### src/rtl/irq_combiner_pkg.sv
`timescale 1ns/1ps
package irq_combiner_pkg;
  localparam int SRC_COUNT   = 6;
  localparam int CLR_SRC_IDX = SRC_COUNT - 1;
  localparam int REG_CTRL    = 0;
  localparam int REG_PEND    = 1;
  localparam int REG_MASK    = 2;

  typedef logic [SRC_COUNT-1:0] srcVec_t;

  // strobes from control to datapath; set/clear already resolved
  typedef struct packed {
    srcVec_t maskSet;
    srcVec_t maskClr;
    srcVec_t clearPend;
  } strobes_t;
endpackage

### src/rtl/irq_ctrl.sv
`timescale 1ns/1ps
module irq_ctrl
  import irq_combiner_pkg::*;
#(
  parameter int ADDR_W = 3,
  parameter int DATA_W = 32
) (
  input  logic              busWrEn,
  input  logic [ADDR_W-1:0] busAddr,
  input  logic [DATA_W-1:0] busWrData,
  input  srcVec_t           ack,
  output strobes_t          strobes
);
  localparam int PAIR_BITS = 2 * SRC_COUNT;

  srcVec_t setBits, clrBits, ctrlClear;
  logic    wrMask, wrCtrl;
  logic    unusedHighBits;

  assign wrMask = busWrEn && (busAddr == ADDR_W'(REG_MASK));
  assign wrCtrl = busWrEn && (busAddr == ADDR_W'(REG_CTRL));
  assign unusedHighBits = ^busWrData[DATA_W-1:PAIR_BITS];

  // split the write word into per-source set/clear pairs
  for (genvar i = 0; i < SRC_COUNT; i++) begin : g_pair
    assign clrBits[i] = busWrData[2*i];
    assign setBits[i] = busWrData[2*i+1];
  end

  always_comb begin
    ctrlClear = '0;
    if (wrCtrl && busWrData[0]) ctrlClear[CLR_SRC_IDX] = 1'b1;
  end

  always_comb begin
    strobes.maskSet   = wrMask ? setBits : '0;
    strobes.maskClr   = wrMask ? (clrBits & ~setBits) : '0;  // set wins
    strobes.clearPend = ack | ctrlClear;
  end
endmodule

### src/rtl/irq_datapath.sv
`timescale 1ns/1ps
module irq_datapath
  import irq_combiner_pkg::*;
#(
  parameter int ADDR_W = 3,
  parameter int DATA_W = 32
) (
  input  logic              clk,
  input  logic              rst_n,
  input  srcVec_t           raise,
  input  strobes_t          strobes,
  input  logic [ADDR_W-1:0] busAddr,
  output logic [DATA_W-1:0] busRdData,
  output srcVec_t           pending,
  output srcVec_t           mask,
  output logic              cpuIrq
);
  srcVec_t pendNext, maskNext;

  // raise beats a same-cycle clear
  assign pendNext = raise | (pending & ~strobes.clearPend);
  assign maskNext = (mask & ~strobes.maskClr) | strobes.maskSet;

  always_ff @(posedge clk or negedge rst_n) begin
    if (!rst_n) begin
      pending <= '0;
      mask    <= '0;
      cpuIrq  <= 1'b0;
    end else begin
      pending <= pendNext;
      mask    <= maskNext;
      cpuIrq  <= |(pendNext & maskNext);
    end
  end

  always_comb begin
    busRdData = '0;
    if (busAddr == ADDR_W'(REG_PEND))      busRdData[SRC_COUNT-1:0] = pending;
    else if (busAddr == ADDR_W'(REG_MASK)) busRdData[SRC_COUNT-1:0] = mask;
  end
endmodule

### src/rtl/irq_combiner.sv
`timescale 1ns/1ps
module irq_combiner
  import irq_combiner_pkg::*;
#(
  parameter int ADDR_W = 3,
  parameter int DATA_W = 32
) (
  input  logic              clk,
  input  logic              rst_n,
  input  logic [5:0]        raise,
  input  logic [5:0]        ack,
  input  logic              busWrEn,
  input  logic [ADDR_W-1:0] busAddr,
  input  logic [DATA_W-1:0] busWrData,
  output logic [DATA_W-1:0] busRdData,
  output logic [5:0]        pending,
  output logic [5:0]        mask,
  output logic              cpuIrq
);
  strobes_t strobes;

  irq_ctrl #(.ADDR_W(ADDR_W), .DATA_W(DATA_W)) u_ctrl (
    .busWrEn(busWrEn), .busAddr(busAddr), .busWrData(busWrData),
    .ack(ack), .strobes(strobes)
  );

  irq_datapath #(.ADDR_W(ADDR_W), .DATA_W(DATA_W)) u_dp (
    .clk(clk), .rst_n(rst_n), .raise(raise), .strobes(strobes),
    .busAddr(busAddr), .busRdData(busRdData),
    .pending(pending), .mask(mask), .cpuIrq(cpuIrq)
  );
endmodule

### config.mk
export PLATFORM = sky130hd
export DESIGN_NAME = irq_combiner
export DESIGN_NICKNAME = d
export VERILOG_FILES = /design/src/rtl/irq_combiner_pkg.sv /design/src/rtl/irq_ctrl.sv /design/src/rtl/irq_datapath.sv /design/src/rtl/irq_combiner.sv
export SDC_FILE = /design/constraint.sdc
export NUM_CORES = 1
export LEC_CHECK = 0
export BUFFER_PORTS_ARGS = -buffer_cell sky130_fd_sc_hd__buf_2
export CAP_MARGIN = 20
export CORE_ASPECT_RATIO = 0.9
export CORE_MARGIN = 2
export CORE_UTILIZATION = 25
export CTS_CLUSTER_DIAMETER = 50
export DETAILED_ROUTE_END_ITERATION = 8
export SYNTH_ARGS = -nofsm -noshare
export SYNTH_HDL_FRONTEND = slang
export SYNTH_SLANG_ARGS = --single-unit
### constraint.sdc
create_clock -name clk -period 2.2 [get_ports clk]
set_clock_uncertainty 0.05 [all_clocks]
set_input_delay 0.44 -clock clk [delete_from_list [all_inputs] [get_ports clk]]
set_output_delay 0.44 -clock clk [all_outputs]
set_load 0.02 [all_outputs]
==> results of run 1 <==
==> cell usage after synthesis (all sizes together) <==
master	count	share of area
and3	1	0.0071
dfrtp	13	0.37
nand3	4	0.023
inv	2	0.0085
o21ai	4	0.023
nand2	6	0.025
a21o	2	0.017
nor2	6	0.025
a21boi	1	0.013
a22o	5	0.050
nand4	2	0.014
or2	4	0.028
buf	28	0.25
nor4b	1	0.0099
a221o	1	0.011
a211o	1	0.0099
a31o	1	0.0099
conb	1	0.0042
a22oi	6	0.051
and4bb	1	0.014
nor2b	6	0.042
==> cell type report <==
cell class                 instances  area share
clock buffer                       4      0.0404
sequential                        13       0.291
timing repair buffer              50       0.229
inverter                           2     0.00673
multi-input combinational         78       0.383
tap                               44      0.0493
==> cell families after synthesis <==
| group | after synthesis | share of synthesized area |
|---|---|---|
| buf+inv | 30 | 0.255 |
| flops | 13 | 0.368 |
| compound gates | 21 | 0.184 |
| other cells | 1 | 0.00424 |
| simple gates | 31 | 0.190 |
==> metal layers <==
| layer | up-vias | GRT usage |
|---|---|---|
| li1 | 386 | - |
| met1 | 344 | 0.128 |
| met2 | 35 | 0.187 |
| met3 | 2 | 0.0278 |
| met4 | 0 | 0.0262 |
| met5 | - | 0 |
==> registers in the layout (all words and copies together), names as in the netlist <==
| register | cells |
|---|---|
| u_dp.cpuIrq | 1 |
| u_dp.mask | 6 |
| u_dp.pending | 6 |
==> how the worst max path moves through the flow <==
stage / startpoint / end / slack [ns] / cells past startpoint
4_1_cts: busAddr[1] / busRdData[2] / 0.25 / 5
3_5_place_dp: busAddr[1] / busRdData[2] / 0.25 / 5
6_report: busAddr[1] / busRdData[2] / 0.29 / 5
5_1_grt: busAddr[1] / busRdData[2] / 0.13 / 5
2_1_floorplan: busAddr[2] / u_dp.cpuIrq$_DFF_PN0_ / 0.51 / 5
3_3_place_gp: busAddr[0] / u_dp.cpuIrq$_DFF_PN0_ / 0.26 / 5
==> metrics by stage <==
step	power (mW)	setup WS (ns)	util	cells
after floorplan	0.513	0.511	-	121
after global placement	0.576	0.257	0.317	187
after detailed placement	0.577	0.250	0.317	187
after CTS	0.789	0.250	0.330	191
after global routing	0.823	0.133	0.330	191
final	0.778	0.290	0.330	191
==> power by group <==
| part | total [mW] | leakage, nW | switching [mW] | internal [mW] |
|---|---|---|---|---|
| clock | 0.207 | 0.0228 | 0.0798 | 0.128 |
| sequential | 0.305 | 0.146 | 0.0291 | 0.276 |
| combinational | 0.266 | 0.428 | 0.167 | 0.0991 |
==> run_summary.xml, run 1 <==
<?xml version="1.0" encoding="UTF-8"?>
<metrics>
  <group name="critical_path">
    <metric name="critical_path.max_stage_delay" unit="ns">0.42</metric>
    <metric name="worst-r2r-cell-count" unit="">5</metric>
    <metric name="cp_num_buf_inv" unit="">2</metric>
    <metric name="crit_path_max_fanout" unit="">6</metric>
    <metric name="critical-path-top-cell-by-count" unit="">buf_2</metric>
    <metric name="crit_type" unit="">in2out</metric>
    <metric name="timing.reg2reg.setup_slack" unit="ns">0.55</metric>
    <metric name="worst_r2r_startpoint" unit="">u_dp.pending[3]$_DFF_PN0_</metric>
    <metric name="critical_path.startpoint_type" unit="">input port</metric>
    <metric name="endpoint_kind" unit="">output pin</metric>
    <metric name="rr_endpoint" unit="">u_dp.cpuIrq$_DFF_PN0_</metric>
    <metric name="timing.critical_path.max_delay_family" unit="">simple AND/OR/NAND/NOR gates</metric>
    <metric name="cpMaxStageDelayCell" unit="">nor2b_1</metric>
    <metric name="cp_cell_sequence" unit="">buf_2 -&gt; nor2b_1 -&gt; a22oi_1 -&gt; nor2_1 -&gt; buf_2</metric>
    <metric name="cp_data_arrival_time" unit="ns">1.42</metric>
    <metric name="critPathRequiredTime" unit="ns">1.71</metric>
  </group>
  <group name="yosys">
    <metric name="synthCells" unit="">96</metric>
    <metric name="number_of_distinct_library_cells_after_synthesis" unit="">22</metric>
    <metric name="share_of_synthesized_area_occupied_by_flip_flops_and_latches" unit="">0.368</metric>
    <metric name="syn_avg_cell_area" unit="µm²">9.21</metric>
    <metric name="synth-seq-cells" unit="">13</metric>
    <metric name="yosysWarningCount" unit="">0</metric>
    <metric name="synth_area" unit="µm²">885</metric>
  </group>
  <group name="timing">
    <metric name="timing.final.setup_violations" unit="">0</metric>
    <metric name="final_hold_violations" unit="">0</metric>
    <metric name="maxClockFrequency" unit="GHz">0.524</metric>
    <metric name="timing.final.max_slew_violations" unit="">0</metric>
    <metric name="rsz_0062_raised_after_global_routing" unit="">false</metric>
    <metric name="final.period_utilization" unit="">0.868</metric>
    <metric name="hold_ws" unit="ns">0.0326</metric>
    <metric name="final.setup.tns" unit="ns">0</metric>
    <metric name="period_needed" unit="ns">1.91</metric>
  </group>
  <group name="layout">
    <metric name="final_design_area_no_fill" unit="µm²">1120</metric>
    <metric name="final_common_cell" unit="">buf_2</metric>
    <metric name="multiInputGateArea" unit="µm²">428</metric>
    <metric name="antenna_cells" unit="">0</metric>
    <metric name="drive_above_1_share" unit="">0.408</metric>
    <metric name="flow.area_growth_from_synthesis" unit="%">26.2</metric>
    <metric name="area.sequential" unit="µm²">325</metric>
    <metric name="design.final.nets" unit="">198</metric>
    <metric name="fill_cells" unit="">379</metric>
    <metric name="final_cell_mix" unit="">48 x buf_2, 26 x conb_1, 13 x dfrtp_1</metric>
  </group>
  <group name="drt">
    <metric name="drt-vias-per-instance" unit="">4.02</metric>
    <metric name="via_count" unit="">767</metric>
    <metric name="remaining_drc_errors" unit="">0</metric>
    <metric name="routed-wl-met2" unit="mm">1.05</metric>
    <metric name="wirelength" unit="mm">2.15</metric>
    <metric name="met3RoutedLength" unit="µm">184</metric>
    <metric name="wl_per_cell" unit="µm">11.3</metric>
    <metric name="wirelength_met1" unit="µm">909</metric>
    <metric name="top_signal_layer_used" unit="">met4</metric>
    <metric name="detailedRoute.firstIterationViolations" unit="">12</metric>
    <metric name="drt.antenna.violating_nets" unit="">0</metric>
    <metric name="firstDrtPassIters" unit="">4</metric>
  </group>
  <group name="clock_tree">
    <metric name="post_cts.resized_instances" unit="">0</metric>
    <metric name="clk_transition_reported_paths" unit="ns">0.05</metric>
    <metric name="clock_insertion_delay_worst_skew" unit="ns">0.24</metric>
    <metric name="cts_root_buffer" unit="">clkbuf_8</metric>
    <metric name="cts_made_buffers" unit="">3</metric>
    <metric name="clock_tree_from_tritoncts" unit="">built</metric>
    <metric name="cts.sink_count" unit="">13</metric>
    <metric name="post-cts-setup-buffers" unit="">0</metric>
    <metric name="post_cts_hold_buffer_count" unit="">0</metric>
    <metric name="clock_path_buffers" unit="">2</metric>
    <metric name="h-tree-depth" unit="">1</metric>
  </group>
  <group name="floorplanning">
    <metric name="initial_core_util" unit="">0.262</metric>
    <metric name="rows" unit="">20</metric>
    <metric name="num_ports" unit="">95</metric>
    <metric name="dieArea" unit="µm²">4030</metric>
    <metric name="floorplan.die.height" unit="µm">60.4</metric>
    <metric name="die-width" unit="µm">66.7</metric>
    <metric name="design.core.area" unit="µm²">3380</metric>
  </group>
  <group name="global_route">
    <metric name="track_usage" unit="">0.105</metric>
    <metric name="antenna_found_initial" unit="">0</metric>
    <metric name="grt_pass1_wl" unit="mm">3.09</metric>
    <metric name="grt_start_max_net_pins" unit="">15</metric>
    <metric name="via_count_of_the_first_global_routing_pass" unit="">692</metric>
    <metric name="grt_remaining_overflow" unit="">0</metric>
  </group>
  <group name="placement">
    <metric name="place.detailed.hpwl" unit="mm">1.80</metric>
    <metric name="port_buffers" unit="">48</metric>
    <metric name="routabilityCongestion" unit="">0.675</metric>
    <metric name="placed_instance_area" unit="µm²">1070</metric>
  </group>
  <group name="worst_hold_path">
    <metric name="timing.hold.worst.class" unit="">in2async</metric>
  </group>
  <group name="power">
    <metric name="peakVddDrop" unit="V">0.000168</metric>
    <metric name="power.density" unit="nW/µm²">697</metric>
    <metric name="p_leak" unit="nW">0.597</metric>
  </group>
  <group name="run">
    <metric name="max_cap_violations" unit="">0</metric>
  </group>
  <group name="status">
    <metric name="status" unit="">finished, final reports clean</metric>
  </group>
</metrics>
No activity file was read; power rests on OpenSTA's default activity.
==> run 2, diff against run 1 <==
- CORE_MARGIN: 2 -> 4
- PLACE_DENSITY_LB_ADDON: default -> 0.25
==> run 2 against run 1 <==
- sequential share of layout area is essentially flat
- die area is 13% higher
- first-iteration DRC count rose by 17%
- utilization down 0.21 points
- sequential power is essentially flat
- via count increased by 3.1%
- wire length up 14%
- count of clock-buffer cells in the layout decreased by 1
- non-clock buffer count is the same
- global-route usage up 0.42 points
- register-to-register slack barely moved
- critical path depth stayed put
- largest cell class unchanged
- highest routed layer unchanged
==> run_summary.xml, run 2 (same netlist as run 1, synthesis figures left out) <==
<?xml version="1.0" encoding="UTF-8"?>
<metrics>
  <group name="worst_hold_path">
    <metric name="timing.hold.worst.class" unit="">in2async</metric>
  </group>
  <group name="clock_tree">
    <metric name="post-cts-setup-buffers" unit="">0</metric>
    <metric name="h-tree-depth" unit="">1</metric>
    <metric name="cts_made_buffers" unit="">3</metric>
    <metric name="post_cts.resized_instances" unit="">0</metric>
    <metric name="post_cts_hold_buffer_count" unit="">0</metric>
    <metric name="cts_root_buffer" unit="">clkbuf_8</metric>
    <metric name="clock_insertion_delay_worst_skew" unit="ns">0.24</metric>
    <metric name="cts.sink_count" unit="">13</metric>
    <metric name="clock_tree_from_tritoncts" unit="">built</metric>
    <metric name="clock_path_buffers" unit="">2</metric>
    <metric name="clk_transition_reported_paths" unit="ns">0.06</metric>
  </group>
  <group name="global_route">
    <metric name="antenna_found_initial" unit="">0</metric>
    <metric name="grt_pass1_wl" unit="mm">3.92</metric>
    <metric name="track_usage" unit="">0.109</metric>
    <metric name="grt_remaining_overflow" unit="">0</metric>
    <metric name="globalRouteMet2Util" unit="">0.184</metric>
    <metric name="busiest_layer" unit="">met2</metric>
    <metric name="grt_start_max_net_pins" unit="">15</metric>
    <metric name="via_count_of_the_first_global_routing_pass" unit="">843</metric>
    <metric name="met1_usage" unit="">0.127</metric>
    <metric name="met3_usage" unit="">0.0481</metric>
  </group>
  <group name="timing">
    <metric name="timing.final.setup_violations" unit="">0</metric>
    <metric name="final.setup.tns" unit="ns">0</metric>
    <metric name="final_hold_violations" unit="">0</metric>
    <metric name="rsz_0062_raised_after_global_routing" unit="">false</metric>
    <metric name="maxClockFrequency" unit="GHz">0.569</metric>
    <metric name="final.period_utilization" unit="">0.799</metric>
    <metric name="period_needed" unit="ns">1.76</metric>
    <metric name="timing.final.max_slew_violations" unit="">0</metric>
  </group>
  <group name="drt">
    <metric name="detailedRoute.firstIterationViolations" unit="">14</metric>
    <metric name="drt.antenna.violating_nets" unit="">0</metric>
    <metric name="wirelength" unit="mm">2.46</metric>
    <metric name="firstDrtPassIters" unit="">5</metric>
    <metric name="via_count" unit="">791</metric>
    <metric name="remaining_drc_errors" unit="">0</metric>
    <metric name="wl_per_cell" unit="µm">12.9</metric>
    <metric name="drt-vias-per-instance" unit="">4.14</metric>
  </group>
  <group name="critical_path">
    <metric name="worst_r2r_startpoint" unit="">u_dp.pending[4]$_DFF_PN0_</metric>
    <metric name="cpMaxStageDelayCell" unit="">and4bb_2</metric>
    <metric name="critPathRequiredTime" unit="ns">2.27</metric>
    <metric name="cp_cell_sequence" unit="">buf_2 -&gt; and4bb_2 -&gt; a21boi_2 -&gt; a221o_1 -&gt; a211o_1</metric>
    <metric name="cp_data_arrival_time" unit="ns">1.83</metric>
    <metric name="timing.critical_path.max_delay_family" unit="">compound AO/OA/AOI/OAI gates</metric>
    <metric name="critical_path.max_stage_delay" unit="ns">0.53</metric>
    <metric name="timing.reg2reg.setup_slack" unit="ns">0.56</metric>
    <metric name="critical_path.startpoint_type" unit="">input port</metric>
    <metric name="crit_type" unit="">in2reg</metric>
    <metric name="cp_num_buf_inv" unit="">1</metric>
    <metric name="timing.critical_path.depth" unit="">5</metric>
    <metric name="rr_endpoint" unit="">u_dp.cpuIrq$_DFF_PN0_</metric>
    <metric name="crit_path_max_fanout" unit="">14</metric>
    <metric name="endpoint_kind" unit="">register</metric>
    <metric name="worst-r2r-cell-count" unit="">5</metric>
  </group>
  <group name="floorplanning">
    <metric name="rows" unit="">20</metric>
    <metric name="initial_core_util" unit="">0.260</metric>
    <metric name="num_ports" unit="">95</metric>
    <metric name="floorplan.die.height" unit="µm">64.4</metric>
    <metric name="design.core.area" unit="µm²">3400</metric>
    <metric name="dieArea" unit="µm²">4560</metric>
    <metric name="die-width" unit="µm">70.7</metric>
  </group>
  <group name="placement">
    <metric name="port_buffers" unit="">48</metric>
    <metric name="place.detailed.hpwl" unit="mm">2.07</metric>
    <metric name="routabilityCongestion" unit="">0.753</metric>
    <metric name="placed_cells_incl_taps" unit="">187</metric>
  </group>
  <group name="layout">
    <metric name="design.final.nets" unit="">198</metric>
    <metric name="final_cell_mix" unit="">48 x buf_2, 26 x conb_1, 13 x dfrtp_1</metric>
    <metric name="flow.area_growth_from_synthesis" unit="%">26.3</metric>
    <metric name="drive_above_1_share" unit="">0.415</metric>
    <metric name="final_common_cell" unit="">buf_2</metric>
    <metric name="largest_registers" unit="">u_dp.mask (6), u_dp.pending (6), u_dp.cpuIrq (1)</metric>
    <metric name="final_standard_cell_count_with_taps_included_and_fillers_excluded" unit="">191</metric>
    <metric name="antenna_cells" unit="">0</metric>
  </group>
  <group name="power">
    <metric name="p_leak" unit="nW">0.600</metric>
    <metric name="power.density" unit="nW/µm²">706</metric>
    <metric name="peakVddDrop" unit="V">0.000421</metric>
  </group>
  <group name="run">
    <metric name="max_cap_violations" unit="">0</metric>
  </group>
  <group name="status">
    <metric name="status" unit="">finished, final reports clean</metric>
  </group>
</metrics>
-- run 2: report_power, final --
| part | switching, mW | internal [mW] | total, mW |
|---|---|---|---|
| sequential | 0.0311 | 0.275 | 0.307 |
| clock | 0.0876 | 0.125 | 0.213 |
| combinational | 0.171 | 0.0992 | 0.270 |
| total | 0.289 | 0.500 | 0.789 |
-- run 2: worst max-delay path by stage --
stage / from / endpoint / slack (ns)
after global routing: busAddr[2] / u_dp.cpuIrq$_DFF_PN0_ / 0.37
after CTS: busAddr[2] / u_dp.cpuIrq$_DFF_PN0_ / 0.43
final: busAddr[2] / u_dp.cpuIrq$_DFF_PN0_ / 0.44
after floorplan: busAddr[2] / u_dp.cpuIrq$_DFF_PN0_ / 0.51
after global placement: busAddr[2] / u_dp.cpuIrq$_DFF_PN0_ / 0.19
after detailed placement: busAddr[2] / u_dp.cpuIrq$_DFF_PN0_ / 0.18
-- run 2: final cells by class --
cell class              count  area, µm²
fillers                   388       2290
multi-input cells          78        428
flip-flops and latches     13        325
repair buffers             50        255
well taps                  44       55.1
clock buffers               3       41.3
inverters                   2       7.51
clock inverters             1       5.00
-- run 2: layer usage --
metal / part of all wire / wire length (µm) / vias up
li1: - / - / 383
met4: 0.0032 / 8 / 0
met1: 0.40 / 993 / 361
met2: 0.48 / 1190 / 45
met3: 0.11 / 275 / 2
met5: 0 / 0 / -
-- run 2: metrics by stage --
step | power, mW | hold WS [ns] | area, µm² | util | setup WS (ns)
2_1_floorplan | 0.513 | 0.0944 | 978 | - | 0.511
3_3_place_gp | 0.574 | 0.286 | 1070 | 0.315 | 0.187
3_5_place_dp | 0.580 | 0.294 | 1070 | 0.315 | 0.182
4_1_cts | 0.794 | 0.0278 | 1120 | 0.328 | 0.431
5_1_grt | 0.837 | 0.0369 | 1120 | 0.328 | 0.368
6_report | 0.789 | 0.0203 | 1120 | 0.328 | 0.442
-- run 2: worst reg2reg max path: cells and delay by family, from the launching register on --
| family | cells | cell delay [ns] |
|---|---|---|
| simple gates | 2 | 0.30 |
| compound gates | 3 | 0.78 |
| flops | 1 | 0.39 |
